**src/rtl/cexp_pkg.sv**
```systemverilog
package cexp_pkg;
    parameter int GRID          = 16;
    parameter int PIX_W         = 16;
    parameter int PIX_PER_WORD  = 2;
    parameter int WORD_W        = PIX_W * PIX_PER_WORD;
    parameter int OUT_SIDE      = 2 * GRID;
    parameter int WORDS_PER_ROW = OUT_SIDE / PIX_PER_WORD;
    parameter int DATA_WORDS    = GRID / PIX_PER_WORD;
    parameter int TOTAL_WORDS   = OUT_SIDE * OUT_SIDE / PIX_PER_WORD;
    parameter int ADDR_W        = $clog2(TOTAL_WORDS);
    parameter int COL_W         = $clog2(WORDS_PER_ROW);
    parameter int ROW_W         = $clog2(GRID);
    parameter int MASK_BITS     = GRID * GRID;
    parameter int UPPER_WORDS   = GRID * WORDS_PER_ROW;

    typedef logic [PIX_W-1:0]  pix_t;
    typedef logic [WORD_W-1:0] word_t;
    typedef logic [ADDR_W-1:0] addr_t;

    typedef enum logic [1:0] {
        PK_BLANK  = 2'd0,
        PK_INVERT = 2'd1,
        PK_SOLID  = 2'd2
    } pix_kind_e;

    typedef struct packed {
        logic             upper;
        logic [ROW_W-1:0] row;
        logic [COL_W-1:0] col;
    } word_pos_t;

    function automatic pix_kind_e classify(input logic s, input logic c);
        if (s)      return PK_SOLID;
        else if (c) return PK_INVERT;
        else        return PK_BLANK;
    endfunction

    function automatic pix_t kind_value(input pix_kind_e k);
        case (k)
            PK_SOLID:  return {1'b1, {(PIX_W-1){1'b0}}};
            PK_INVERT: return {PIX_W{1'b1}};
            default:   return '0;
        endcase
    endfunction

    function automatic word_pos_t locate(input addr_t a);
        word_pos_t p;
        p.upper = (int'(a) < UPPER_WORDS);
        p.col   = a[COL_W-1:0];
        p.row   = a[COL_W +: ROW_W];
        return p;
    endfunction
endpackage

```
**src/rtl/cexp_seq.sv**
```systemverilog
module cexp_seq
    import cexp_pkg::*;
(
    input  logic  clk,
    input  logic  rst,
    input  logic  start,
    input  logic  ready,
    output logic  valid,
    output addr_t addr,
    output logic  done
);
    localparam addr_t LAST = addr_t'(TOTAL_WORDS - 1);

    logic busy;

    always_ff @(posedge clk) begin
        if (rst) begin
            busy <= 1'b0;
            addr <= '0;
            done <= 1'b0;
        end else begin
            done <= 1'b0;
            if (!busy) begin
                if (start) begin
                    busy <= 1'b1;
                    addr <= '0;
                end
            end else if (ready) begin
                if (addr == LAST) begin
                    busy <= 1'b0;
                    done <= 1'b1;
                    addr <= '0;
                end else begin
                    addr <= addr + 1'b1;
                end
            end
        end
    end

    assign valid = busy;

    // address advances by one per accepted word
    a_r6_addr_step: assert property (@(posedge clk) disable iff (rst)
        valid && ready && addr != LAST |=> valid && addr == $past(addr) + 1'b1);
    // done follows the final transfer
    a_r6_done_after_last: assert property (@(posedge clk) disable iff (rst)
        valid && ready && addr == LAST |=> done && !valid);
    // a start during a run does not restart the address
    a_r7_start_ignored: assert property (@(posedge clk) disable iff (rst)
        valid && start && !ready |=> addr == $past(addr));
    // start while idle opens a run at address zero
    a_r9_start_opens: assert property (@(posedge clk) disable iff (rst)
        !valid && start |=> valid && addr == '0);
endmodule

```
**src/rtl/cexp_encode.sv**
```systemverilog
module cexp_encode
    import cexp_pkg::*;
(
    input  logic [MASK_BITS-1:0] set_rows,
    input  logic [MASK_BITS-1:0] clr_rows,
    input  addr_t                addr,
    output word_t                word
);
    word_pos_t        pos;
    logic             in_data;
    logic [GRID-1:0]  row_set;
    logic [GRID-1:0]  row_clr;

    always_comb begin
        pos     = locate(addr);
        in_data = pos.upper && (int'(pos.col) < DATA_WORDS);
        row_set = set_rows[int'(pos.row)*GRID +: GRID];
        row_clr = clr_rows[int'(pos.row)*GRID +: GRID];
    end

    for (genvar j = 0; j < PIX_PER_WORD; j++) begin : g_pix
        logic [ROW_W-1:0] bit_idx;
        pix_kind_e        kind;
        always_comb begin
            bit_idx = ROW_W'(GRID - 1 - (int'(pos.col) * PIX_PER_WORD + j));
            if (in_data)
                kind = classify(row_set[bit_idx], row_clr[bit_idx]);
            else
                kind = PK_BLANK;
        end
        assign word[j*PIX_W +: PIX_W] = kind_value(kind);
    end
endmodule

```
**src/rtl/cursor_expander.sv**
```systemverilog
module cursor_expander
    import cexp_pkg::*;
(
    input  logic                 clk,
    input  logic                 rst,
    input  logic                 start,
    input  logic [MASK_BITS-1:0] set_rows,
    input  logic [MASK_BITS-1:0] clr_rows,
    input  logic                 wr_ready,
    output logic                 wr_valid,
    output logic [ADDR_W-1:0]    wr_addr,
    output logic [WORD_W-1:0]    wr_data,
    output logic                 done
);
    cexp_seq u_seq (
        .clk   (clk),
        .rst   (rst),
        .start (start),
        .ready (wr_ready),
        .valid (wr_valid),
        .addr  (wr_addr),
        .done  (done)
    );

    cexp_encode u_enc (
        .set_rows (set_rows),
        .clr_rows (clr_rows),
        .addr     (wr_addr),
        .word     (wr_data)
    );

    // a stalled word holds
    a_r8_hold: assert property (@(posedge clk) disable iff (rst)
        wr_valid && !wr_ready |=> wr_valid && $stable(wr_addr) && $stable(wr_data));
    // padding words are zero
    a_r4_pad_zero: assert property (@(posedge clk) disable iff (rst)
        wr_valid && int'(wr_addr) < UPPER_WORDS && wr_addr[COL_W-1] |-> wr_data == '0);
    // lower half is blank
    a_r5_tail_zero: assert property (@(posedge clk) disable iff (rst)
        wr_valid && int'(wr_addr) >= UPPER_WORDS |-> wr_data == '0);
    // done is a single-cycle pulse
    a_r6_done_pulse: assert property (@(posedge clk) disable iff (rst)
        done |=> !done);
endmodule

```
**config.mk**
```make
export PLATFORM = sky130hd
export DESIGN_NAME = cursor_expander
export DESIGN_NICKNAME = d
export VERILOG_FILES = /design/src/rtl/cexp_pkg.sv /design/src/rtl/cexp_seq.sv /design/src/rtl/cexp_encode.sv /design/src/rtl/cursor_expander.sv
export SDC_FILE = /design/constraint.sdc
export NUM_CORES = 1
export LEC_CHECK = 0
export BUFFER_PORTS_ARGS = -buffer_cell sky130_fd_sc_hd__buf_2
export CAP_MARGIN = 25
export CELL_PAD_IN_SITES_DETAIL_PLACEMENT = 0
export CELL_PAD_IN_SITES_GLOBAL_PLACEMENT = 1
export CORE_AREA = 5 5 216 218
export CTS_CLUSTER_DIAMETER = 80
export CTS_CLUSTER_SIZE = 40
export DETAILED_ROUTE_END_ITERATION = 10
export DIE_AREA = 0 0 221 223
export PLACE_DENSITY_LB_ADDON = 0.1
export RECOVER_POWER = 50
export SLEW_MARGIN = 10
export SYNTH_ARGS = -nofsm -noshare
export SYNTH_HDL_FRONTEND = slang
export SYNTH_SLANG_ARGS = --single-unit
```
**constraint.sdc**
```tcl
create_clock -name clk -period 4 [get_ports clk]
set_clock_uncertainty 0.05 [all_clocks]
set_input_delay 0.6 -clock clk [delete_from_list [all_inputs] [get_ports clk]]
set_output_delay 0.6 -clock clk [all_outputs]
set_load 0.01 [all_outputs]
```
==> key figures <==
Worst setup path
  • CP peak stage delay: 0.51 ns
  • Critical Path AT: 3.20 ns
  • Top delay family on crit path: compound AO/OA/AOI/OAI gates
  • Critical path startpoint category: flop
  • CP Capture Type: primary output
  • CP Class: reg2out
  • Critical-path maximum fanout: 19
  • Critical Path RT: 3.35 ns
  • Crit path buf inv count: 3
  • CP Cell Sequence: buf_12 -> mux4_2 -> a22o_1 -> a221oi_2 -> a221oi_1 -> a311oi_2 -> a2111oi_4 -> ha_2 -> inv_1 -> buf_2
  • Highest-delay cell along the critical path: mux4_2

Routing
  • Final ANT Viol Nets: 0
  • DRC violations left: 0
  • Post-Route WL: 40.4 mm
  • Drt pass-1 iters: 4
  • Routed len/inst: 24.9 um
  • Initial DRC count: 202
  • Via count: 6629
  • Routed vias/inst: 4.09

Run status
  • Status: finished, final reports clean

Synth
  • Synth top cells by count: 113 x mux4_2, 37 x buf_4, 37 x mux2i_1
  • Post-synth top area share: 0.511
  • Ys Warns: 0
  • Number of flops mapped to enable cells by yosys: 0
  • Syn Nets: 970
  • Most instantiated library cell after synthesis: mux4_2
  • Mapped Cells: 450
  • Dominant synthesized flop cell: dfxtp_1
  • Unique cell type count in the Yosys netlist: 50
  • Synth top area cells: mux4_2 51%, mux2i_1 7.4%, buf_4 5.6%, dfxtp_1 4.4%, a22oi_1 2.7%
  • Number of synthesized register bits: 11
  • Synth area leader: mux4_2
  • FFs w/ async S/R, synth: 0
  • Seq/Total Area, Yosys: 0.0442
  • Syn Area/Cell: 11.1 um2
  • Mapped cell area: 4980 um2

Clock tree
  • Clock transition at path regs: 0.06 ns
  • Sink Count: 11
  • Clk root buf: clkbuf_16
  • H-tree Lvls: 1
  • CTS tree: yes
  • Total CTS buffers: 3
  • Worst-skew pair later-pin latency: 0.25 ns
  • Longest Clk Path Bufs: 2

Global route
  • Initial antenna violation count: 9
  • Grt total ovfl: 0
  • Largest net degree at the start of global routing: 26
  • Total track usage: 0.155
  • First-pass GRT wire length: 56.4 mm
  • Vias in the first global route: 7642

Final layout
  • Sequential cell area: 235 um2
  • Syn-to-layout area delta: 81.0%
  • # fillers: 5147
  • Post-route cell area: 9020 um2
  • Share of cells above drive strength 1: 0.774
  • Area of the multi-input gates: 4340 um2
  • Layout Cells excl Fill: 1619
  • Nets: 1536

Power and ir drop
  • LEAKAGE: 3.92 nW
  • Worst vdd ir: 0.0879 mV
  • Cell Pwr Density: 91.2 nW/um2
  • Post-layout power: 822 uW

Placed design
  • Post-DP HPWL: 35.6 mm
  • Port Buf Inserts: 558
  • Placement Setup Slack: -0.114 ns
  • Placer Congestion: 0.848
  • Dpl cells: 1599
  • Area post-placement: 8700 um2

STA
  • Slew HR: 0.567
  • Final Max Tran Viols: 0
  • Hold Fails Final Rpt: 0
  • # setup viols final: 0
  • Worst slew pin tran: 0.649 ns
  • Tcrit/Tclk final: 0.963
  • RSZ-0062 raised after global routing: false
  • Achievable Freq: 260 MHz
  • Tmin final: 3.85 ns
  • Final worst slack: 0.150 ns

Floorplan
  • Core Area: 44700 um2
  • # IOs: 559
  • Initial core utilization: 0.111
  • Die Y: 223 um
  • Die width: 221 um
  • Die footprint: 49300 um2
  • Row count: 78

Worst hold path
  • Class of the worst hold path: reg2reg

Flow run
  • Max-cap viol count: 0
## area by class of cell
class,instances,share of cell area
Multi-Input combinational cell,354,0.482
Timing Repair Buffer,640,0.397
Sequential cell,11,0.0261
Tap cell,600,0.0832
Antenna cell,4,0.00111
Clock inverter,1,0.000555
Clock buffer,3,0.00832
Inverter,6,0.00250
## through the flow
stage / hold slack (ns) / TNS [ns] / utilization
finish: 0.507 / 0 / 0.202
global route: 0.549 / 0 / 0.202
CTS: 0.506 / 0 / 0.201
detailed placement: 0.497 / -1.75 / 0.195
global placement: 0.486 / -1.71 / 0.195
floorplan: 0.486 / 0 / -
## final timing paths
path | from | end | slack, ns | depth (start not counted)
max reg2reg | u_seq.addr[0]$_SDFFE_PP0P_ | u_seq.addr[4]$_SDFFE_PP0P_ | 0.93 | 11
max | u_seq.addr[4]$_SDFFE_PP0P_ | wr_data[15] | 0.15 | 10
min | u_seq.addr[3]$_SDFFE_PP0P_ | u_seq.addr[3]$_SDFFE_PP0P_ | 0.51 | 2
min reg2reg | u_seq.addr[3]$_SDFFE_PP0P_ | u_seq.addr[3]$_SDFFE_PP0P_ | 0.51 | 2
## cell families after synthesis
family	Yosys count	synth area share
AND/OR/NAND/NOR	86	0.0881
multiplexers	156	0.599
buffers and inverters	85	0.104
flip-flops	11	0.0442
AO/OA/AOI/OAI	108	0.155
adder cells (fa/ha/maj)	4	0.0100
## power breakdown
| part | switching (mW) | total [mW] | internal [mW] |
|---|---|---|---|
| sequential | 0.00456 | 0.113 | 0.108 |
| combinational | 0.192 | 0.504 | 0.312 |
| clock | 0.0717 | 0.206 | 0.134 |
| total | 0.268 | 0.822 | 0.554 |
## per-layer routing
metal	up-vias	track usage	wire (um)
li1	3051	-	-
met1	3250	0.191	16700
met2	314	0.289	21000
met3	12	0.0358	2520
met4	2	0.00740	132
met5	-	0	20
## repair_timing
action | 4_1_cts | 5_1_grt
hold buffers | 0 | 0
buffers inserted | 11 | 0
pin swaps | 2 | 4
cloned | 1 | 0
resized for setup | 11 | 13
setup endpoints to repair | 32 | 32
## sequential cells by signal (all words and copies together) (netlist names)
register     flops
u_seq.addr       9
u_seq.done       1
u_seq.valid      1
## worst reg2reg max path: cells and delay by family, from the launching register on
family	cells	cell delay, ns
simple gates	6	1.10
compound gates	2	0.31
flops	1	0.73
buf+inv	1	0.33
fa+ha+maj	2	0.39
## placed cells by master (no fill, tap or decap), drive strengths merged, types with 2 or more instances in the layout
cell type	synthesis	routed
clkbuf	20	9
or4	2	2
o22ai	9	9
or3	3	3
nand3	5	5
a221oi	7	7
dfxtp	11	11
nand2	14	14
nor2b	8	8
buf	59	633
a2111oi	6	6
a22o	5	5
a31oi	2	2
nand2b	6	6
a211oi	11	11
or2	3	3
mux2i	37	37
mux4	113	113
o21ai	12	12
mux2	6	6
nor3	10	10
ha	4	4
a21oi	21	21
nand3b	3	3
o221ai	5	5
diode	0	4
and2	4	4
o41ai	2	2
a22oi	18	18
inv	6	6
nor2	23	23
Note: power is estimated with default switching activity, not from simulation.
